[config.mk]
export PLATFORM = sky130hd
export DESIGN_NAME = div_unit
export DESIGN_NICKNAME = d
export VERILOG_FILES = /design/src/rtl/div_pkg.sv /design/src/rtl/div_operand_prep.sv /design/src/rtl/div_restoring_core.sv /design/src/rtl/div_unit.sv
export SDC_FILE = /design/constraint.sdc
export NUM_CORES = 1
export LEC_CHECK = 0
export ABC_AREA = 1
export BUFFER_PORTS_ARGS = -buffer_cell sky130_fd_sc_hd__buf_2
export CAP_MARGIN = 20
export CORE_ASPECT_RATIO = 0.7
export CORE_MARGIN = 2
export CORE_UTILIZATION = 45
export CTS_CLUSTER_SIZE = 16
export DETAILED_ROUTE_END_ITERATION = 7
export PLACE_DENSITY = 0.66
export SLEW_MARGIN = 20
export SYNTH_ARGS = -nofsm -noshare
export SYNTH_HDL_FRONTEND = slang
export SYNTH_SLANG_ARGS = --single-unit
export TNS_END_PERCENT = 1
[constraint.sdc]
create_clock -name clk -period 2.25 [get_ports clk]
set_input_delay 0.225 -clock clk [delete_from_list [all_inputs] [get_ports clk]]
set_output_delay 0.225 -clock clk [all_outputs]
set_load 0.02 [all_outputs]
[src/rtl/div_pkg.sv]
package div_pkg;
  typedef enum logic [1:0] {
    ST_IDLE = 2'd0,
    ST_RUN  = 2'd1,
    ST_HOLD = 2'd2
  } div_state_e;

  localparam int unsigned CAUSE_W = 5;
  localparam logic [CAUSE_W-1:0] CAUSE_DIVZ = 5'h05;
endpackage

[src/rtl/div_operand_prep.sv]
module div_operand_prep #(
  parameter int unsigned W = 32
) (
  input  logic [W-1:0] dividend,
  input  logic [W-1:0] divisor,
  input  logic         signed_op,
  output logic [W-1:0] mag_a,
  output logic [W-1:0] mag_b,
  output logic         negate
);
  logic a_neg, b_neg;

  assign a_neg  = signed_op & dividend[W-1];
  assign b_neg  = signed_op & divisor[W-1];
  assign mag_a  = a_neg ? (~dividend + 1'b1) : dividend;
  assign mag_b  = b_neg ? (~divisor + 1'b1) : divisor;
  assign negate = a_neg ^ b_neg;
endmodule

[src/rtl/div_restoring_core.sv]
module div_restoring_core #(
  parameter int unsigned W = 32
) (
  input  logic         clk,
  input  logic         rst_n,
  input  logic         load,
  input  logic [W-1:0] dvd,
  input  logic [W-1:0] dvs,
  output logic         fin,
  output logic [W-1:0] quot
);
  localparam int unsigned CW = (W > 1) ? $clog2(W) : 1;
  localparam logic [CW-1:0] LAST = CW'(W - 1);

  logic          busy;
  logic [CW-1:0] cnt;
  logic [W-1:0]  part;
  logic [W-1:0]  quo;
  logic [W-1:0]  dvs_r;
  logic [W:0]    shifted;
  logic [W:0]    trial;

  assign shifted = {part, quo[W-1]};
  assign trial   = shifted - {1'b0, dvs_r};

  always_ff @(posedge clk or negedge rst_n) begin
    if (!rst_n) begin
      busy  <= 1'b0;
      cnt   <= '0;
      part  <= '0;
      quo   <= '0;
      dvs_r <= '0;
    end else if (load) begin
      busy  <= 1'b1;
      cnt   <= '0;
      part  <= '0;
      quo   <= dvd;
      dvs_r <= dvs;
    end else if (busy) begin
      if (!trial[W]) begin
        part <= trial[W-1:0];
        quo  <= {quo[W-2:0], 1'b1};
      end else begin
        part <= shifted[W-1:0];
        quo  <= {quo[W-2:0], 1'b0};
      end
      cnt <= cnt + 1'b1;
      if (cnt == LAST) busy <= 1'b0;
    end
  end

  assign fin  = busy && (cnt == LAST);
  assign quot = quo;

  AST_LOAD_WHEN_IDLE: assert property (@(posedge clk) disable iff (!rst_n)
    load |-> !busy);
  AST_PART_BELOW_DIVISOR: assert property (@(posedge clk) disable iff (!rst_n)
    busy |-> (part < dvs_r));
endmodule

[src/rtl/div_unit.sv]
module div_unit #(
  parameter int unsigned W = 32
) (
  input  logic                        clk,
  input  logic                        rst_n,
  input  logic                        in_valid,
  output logic                        in_ready,
  input  logic [W-1:0]                in_dividend,
  input  logic [W-1:0]                in_divisor,
  input  logic                        in_signed,
  input  logic                        exc_enable,
  input  logic                        trap_mask,
  output logic                        res_valid,
  input  logic                        res_ready,
  output logic [W-1:0]                res_quot,
  output logic                        dz_flag,
  output logic                        trap_req,
  output logic [div_pkg::CAUSE_W-1:0] exc_cause
);
  import div_pkg::*;

  div_state_e  state;
  logic        accept;
  logic        zero_div;
  logic        zero_r;
  logic        neg_r;
  logic        dz_r;
  logic        trap_r;
  logic [W-1:0] mag_a, mag_b, core_q;
  logic        negate, core_fin;

  assign accept   = in_valid && in_ready;
  assign zero_div = (in_divisor == '0);

  div_operand_prep #(.W(W)) u_prep (
    .dividend (in_dividend),
    .divisor  (in_divisor),
    .signed_op(in_signed),
    .mag_a    (mag_a),
    .mag_b    (mag_b),
    .negate   (negate)
  );

  div_restoring_core #(.W(W)) u_core (
    .clk  (clk),
    .rst_n(rst_n),
    .load (accept && !zero_div),
    .dvd  (mag_a),
    .dvs  (mag_b),
    .fin  (core_fin),
    .quot (core_q)
  );

  always_ff @(posedge clk or negedge rst_n) begin
    if (!rst_n) begin
      state  <= ST_IDLE;
      zero_r <= 1'b0;
      neg_r  <= 1'b0;
      dz_r   <= 1'b0;
      trap_r <= 1'b0;
    end else begin
      case (state)
        ST_IDLE: if (accept) begin
          zero_r <= zero_div;
          neg_r  <= negate;
          dz_r   <= zero_div;
          trap_r <= zero_div && exc_enable && !trap_mask;
          state  <= zero_div ? ST_HOLD : ST_RUN;
        end
        ST_RUN:  if (core_fin) state <= ST_HOLD;
        ST_HOLD: if (res_ready) begin
          trap_r <= 1'b0;
          state  <= ST_IDLE;
        end
        default: state <= ST_IDLE;
      endcase
    end
  end

  assign in_ready  = (state == ST_IDLE);
  assign res_valid = (state == ST_HOLD);
  assign res_quot  = zero_r ? '0 : (neg_r ? (~core_q + 1'b1) : core_q);
  assign dz_flag   = dz_r;
  assign trap_req  = trap_r;
  assign exc_cause = trap_r ? CAUSE_DIVZ : '0;

  AST_ZERO_FAST: assert property (@(posedge clk) disable iff (!rst_n)
    (accept && zero_div) |=> (res_valid && res_quot == '0));
  AST_DZ_SET: assert property (@(posedge clk) disable iff (!rst_n)
    (accept && zero_div) |=> dz_flag);
  AST_DZ_CLEAR: assert property (@(posedge clk) disable iff (!rst_n)
    (accept && !zero_div) |=> (!dz_flag && !res_valid && !trap_req));
  AST_DZ_HOLD: assert property (@(posedge clk) disable iff (!rst_n)
    !accept |=> $stable(dz_flag));
  AST_CAUSE_WITH_TRAP: assert property (@(posedge clk) disable iff (!rst_n)
    trap_req |-> (res_valid && exc_cause == CAUSE_DIVZ));
  AST_TRAP_GATED: assert property (@(posedge clk) disable iff (!rst_n)
    (accept && (!exc_enable || trap_mask)) |=> !trap_req);
  AST_RESULT_HOLD: assert property (@(posedge clk) disable iff (!rst_n)
    (res_valid && !res_ready) |=> (res_valid && !in_ready && $stable(res_quot) && $stable(trap_req)));
  AST_RESULT_TAKEN: assert property (@(posedge clk) disable iff (!rst_n)
    (res_valid && res_ready) |=> (!res_valid && !trap_req && in_ready));
endmodule

* Word-level counts from Yosys, hierarchy flattened
Cells that the tools add are included.
Cells by class: div/mod/pow operators 0, shift-type cells 0, bitwise gates (word level) 6, $mul 0, equality and inequality tests 6, add/subtract/negate cells 5, $lt $le $gt $ge 0, reduce and logical (&&, ||, !) cells 14, mux-type cells 24
Operators by type and width (count):
- 32-bit 2-to-1 mux | 9
- 32-bit by 1-bit adder with 32-bit output, second input constant | 3
- 32-bit NOT | 3
- 33-bit by 32-bit subtractor with 33-bit output | 1
- 32-bit logical NOT | 1
- 5-bit 2-to-1 mux | 2
- 2-bit 2-to-1 mux | 4
- 1-bit 2-to-1 mux | 6
- 2-bit case mux with 3 select lines | 1
- 3-bit AND reduction | 2
- 5-bit by 1-bit adder with 5-bit output, second input constant | 1
- 5-bit equality test, second input constant | 1
- 1-bit logical AND | 5
- 2-bit by 1-bit != test with 1-bit output, second input constant | 2
- 2-bit nonzero test | 2
- 3-bit 2-to-1 mux | 1
- 1-bit AND | 2
- 2-bit by 1-bit equality test with 1-bit output, second input constant | 1
- 2-bit equality test, second input constant | 1
- 1-bit logical NOT | 2
- 2-bit logical NOT | 1
- 2-bit != test, second input constant | 1
- 1-bit case mux with 2 select lines | 1
- 2-bit AND reduction | 1
- 1-bit bitwise XOR | 1
Word-level totals: latch bits 0, memories kept 0, register bits 107, bits in writable memories 0, input port bits 71, output and inout bits 41, word-level logic and storage cells 64, bits in read-only memories 0

* Logic depth before layout (Yosys ltp)
word-level depth 5, gate-level depth with buffers 18

* Cells and area by module
A second synthesis with hierarchy kept.
Unflattened totals: cell total of the unflattened synthesis 1847, area total of the unflattened synthesis 10800.4 um^2
Modules (own cells, without submodules):
- div_restoring_core | area an instance 7109.3 um^2, instances 1, cells an instance 1075
- div_operand_prep | area an instance 2070.7 um^2, instances 1, cells an instance 457
- div_unit | area an instance 1620.3 um^2, instances 1, cells an instance 315

* Worst setup path after synthesis
OpenSTA, ideal clock, no wires.
path type register to register, start reg u_core.quo[31], in the netlist u_core.quot[31], end reg u_core.part[0], data required time 2133 ps, period minus slack after synthesis 2253 ps, data arrival time 2136 ps, setup slack -3 ps, buffers on the path 1, stages on the path, launching flop included 18, cell sequence dfrtp_1 -> inv_1 -> ha_1 -> inv_1 -> fa_1 -> nand2_1 -> nand2_1 -> nand3_1 -> nand2_1 -> nand2_1 -> nand2_1 -> nand2_4 -> nand3_1 -> nand2_4 -> buf_6 -> nand2_1 -> nand3_1 -> nand2_1
Between the ends: longest elaborated chain between the ends 4
RTL lines:
- from (decl) | line div_restoring_core.sv:18 | logic [W-1:0] quo;
- from (signal assigned) | line div_restoring_core.sv:37 | quo <= dvd;
- from (signal assigned) | line div_restoring_core.sv:42 | quo <= {quo[W-2:0], 1'b1};
- from (signal assigned) | line div_restoring_core.sv:45 | quo <= {quo[W-2:0], 1'b0};
- 33-bit by 32-bit subtractor with 33-bit output | line div_restoring_core.sv:24 | assign trial = shifted - {1'b0, dvs_r};
- 32-bit 2-to-1 mux (*) | line div_restoring_core.sv:40 | if (!trial[W]) begin
- 32-bit 2-to-1 mux (*) | line div_restoring_core.sv:39 | end else if (busy) begin
- 32-bit 2-to-1 mux (*) | line div_restoring_core.sv:33 | end else if (load) begin
- to (signal assigned) | line div_restoring_core.sv:41 | part <= trial[W-1:0];
- to (signal assigned) | line div_restoring_core.sv:44 | part <= shifted[W-1:0];
- to (decl) | line div_restoring_core.sv:17 | logic [W-1:0] part;
Every way passes the cells marked *; elsewhere a longest branch is shown, timed or not. The select of a mux whose other input is x is not followed. A chain may end at the register's enable or synchronous reset.

* Worst setup path in the final report
start reg u_core.quo[0], in the netlist u_core.quot[0], end out res_quot[24]
Between the ends: longest elaborated chain between the ends 4
RTL lines:
- 32-bit NOT | line div_unit.sv:82 | assign res_quot = zero_r ? '0 : (neg_r ? (~core_q + 1'b1) : core_q);
- 32-bit by 1-bit adder with 32-bit output | line div_unit.sv:82
- 32-bit 2-to-1 mux (2 in series) | line div_unit.sv:82
- to (decl) | line div_unit.sv:15 | output logic [W-1:0] res_quot,
Every way passes these cells.

==> flow_metrics.tcl <==
set metrics [dict create \
    fin_crit_sh_pct 113 \
    ys_seq_area_share_pct 26.3 \
    drt-initial-drc-count 1032 \
    clkSinkCount 107 \
    synth-edff-count 0 \
    path_max_fanout 3 \
    io_buffers 108 \
    fin_crit_ps 2540 \
    grt_usage_pct 28.9 \
    ys_ff_latch 107 \
    powerDensity_mw_per_mm2 1800 \
    gr-total-overflow 0 \
    violations "setup timing" \
    worstPathRequired_ps 2030 \
    start_util_pct 45.4 \
    synth_area_mm2 0.0102 \
    h-tree-depth 3 \
    fmax_mhz 393 \
    syn2layout_area_growth_pct 22.9 \
    fp.dieW_um 184 \
    clk_pin_slew_ps 80 \
    finalMaxSlewViolations 0 \
    cts_max_path_buffers 2 \
    die-height_um 130 \
    end_kind "primary output" \
    synthTopCellsByArea "dfrtp_1 (26%), nand2_1 (22%), inv_1 (11%)" \
    gp_congestion 0.973 \
    crit_path_start_kind "flip-flop" \
    setup_violations 27 \
    core_mm2 0.0224 \
    hpwl_mm 27.6 \
    leakage_nw 6.84 \
    dr.pass1.iters 5 \
    synth_cells 1713 \
    holdWs_ps 115 \
    layout_setup_ws_ps -295 \
    clock_skew_ps 11.6 \
    finalNonFillerCells 2195 \
    rsz0062_at_grt "true" \
    fin_util_pct 55.8 \
    synthArstFlopShare_pct 100 \
    drv_cap 0 \
    nets 2010 \
    dieArea_mm2 0.0239 \
    row_count 46 \
    wl_per_cell_um 15.6 \
    synthFlopType "dfrtp_1" \
    numCtsBuffers 9 \
    vias 11400 \
    antenna_left 0 \
    finalHoldViolations 0 \
    drc_errors 0 \
    antenna_found_initial 0 \
    drive_gt1_share_pct 17.9 \
    grt_pass1_vias 9997 \
    synth_top_area_share_pct 26.3 \
    insertion_delay_ps 380 \
    placed_cells 2174 \
    vdd_drop_max_mv 0.852 \
    slew_headroom_pct 52.8 \
    yosys_warnings 0 \
    status "finished, violations left" \
    wl_mm 34.3 \
    grt_max_degree 56 \
    hold_path.class "in -> reg" \
    io-pin-count 112 \
    syn_area_per_cell_um2 5.95 \
    yosysUniqueCellTypes 48 \
    critPathKind "reg -> out" \
    tritoncts "done" \
    tightest_slew_ps 708 \
    grt_pass1_wl_mm 53.9 \
    cts_root_buf "clkbuf_16" \
    via_per_inst 5.22 \
    arrival_ps 2320 \
    synth_top_area_cell "dfrtp_1" \
]
worst max-delay path: stages (launching register included):
cell and delay, ps:
dfrtp_2 460, inv_2 100, ha_4 140, inv_1 60, buf_4 140, nor3_4 140
inv_1 90, nor2_2 100, nand3_2 130, xor2_1 170, a211oi_1 200, buf_2 200
flip-flops by register name, indices dropped and copies added (netlist names):
register,flops
dz_flag,1
neg_r,1
state,2
trap_req,1
u_core.busy,1
u_core.cnt,5
u_core.dvs_r,32
u_core.part,32
u_core.quot,32
kinds of logic after synthesis:
kind of cell	count (synthesis)	share of synthesized area (%)
other	1	0.0368
xor gates and xnor gates	44	3.78
buffers and inverters	349	13.7
AOI/OAI and AO/OA	178	10.1
DFF	107	26.3
and+or+nand+nor	996	41.4
adders and majority gates	38	4.74
worst paths after layout:
kind	startpoint	end	slack (ps)	cells past startpoint
setup / recovery	u_core.quot[0]	res_quot[24]	-290	11
hold / removal	exc_enable	trap_req	120	3
setup reg to reg	u_core.part[25]	u_core.part[5]	-40	14
hold reg to reg	u_core.dvs_r[4]	u_core.dvs_r[4]	490	2
max in group asynchronous	rst_n	u_core.quot[6]	1570	3
min in group asynchronous	rst_n	u_core.part[20]	380	3
cell type report:
type	instances	area, um^2
fill	2279	9910
multi-input combinational	1259	6440
sequential	107	2680
timing repair buffer	224	1590
inverter	300	1130
tap	288	360
clock buffer	9	225
clock inverter	7	98.8
antenna	1	2.50
cell usage after synthesis (3+ instances only):
cell type,count
nand2_1,585
o31ai_1,3
nand2_4,5
and2_1,3
xor2_1,37
nor3b_1,3
and3_1,3
nand3b_1,4
o211ai_1,30
buf_6,5
nand3_1,155
xnor2_1,7
nor3_1,26
nor2_1,162
buf_4,8
o21ai_0,71
inv_1,298
o21ai_1,3
nor4_1,6
a31oi_1,5
nand4_1,17
ha_1,37
dfrtp_1,107
a21oi_1,51
nor2_2,8
clkbuf_1,17
o21bai_1,3
or2_2,8
buf_2,19
through the flow:
stage	setup WS (ps)	setup TNS [ps]	area, um^2	power, W
floorplan	62.9	0	10200	0.0141
global placement	-26.7	-165	11800	0.0193
detailed placement	-79.3	-1170	11800	0.0195
CTS	-249	-3130	12300	0.0218
global route	-397	-10330	12500	0.0248
finish	-295	-3770	12500	0.0226
layout by cell type, fill, tap and decap left out, types with 20 or more instances in the layout:
cell / instances
nor2_1: 147
a21oi_1: 51
buf_4: 116
buf_2: 94
o211ai_1: 30
nand3_1: 148
dfrtp_1: 103
nand2_1: 564
o21ai_0: 65
ha_1: 31
nor3_1: 20
xor2_1: 37
inv_1: 292
where the power goes:
part           switching, W  internal, W
registers          0.000890      0.00294
logic                0.0104      0.00654
clock network      0.000834     0.000988
routing by layer:
metal | track usage, % | routed length [um] | part of all wire [%]
met3 | 6.64 | 3410 | 9.9
met2 | 38.8 | 13300 | 39
met4 | 4.05 | 224 | 0.65
met1 | 46.7 | 17400 | 51
met5 | 0 | 0 | 0
timing repair:
item,in CTS,in global routing
setup endpoints to repair,51,72
setup buffers,1,2
hold endpoints to repair,107,0
gates resized for setup,45,58
pin swaps,5,10
hold buffers,1,0
(Power assumes the default switching activity.)
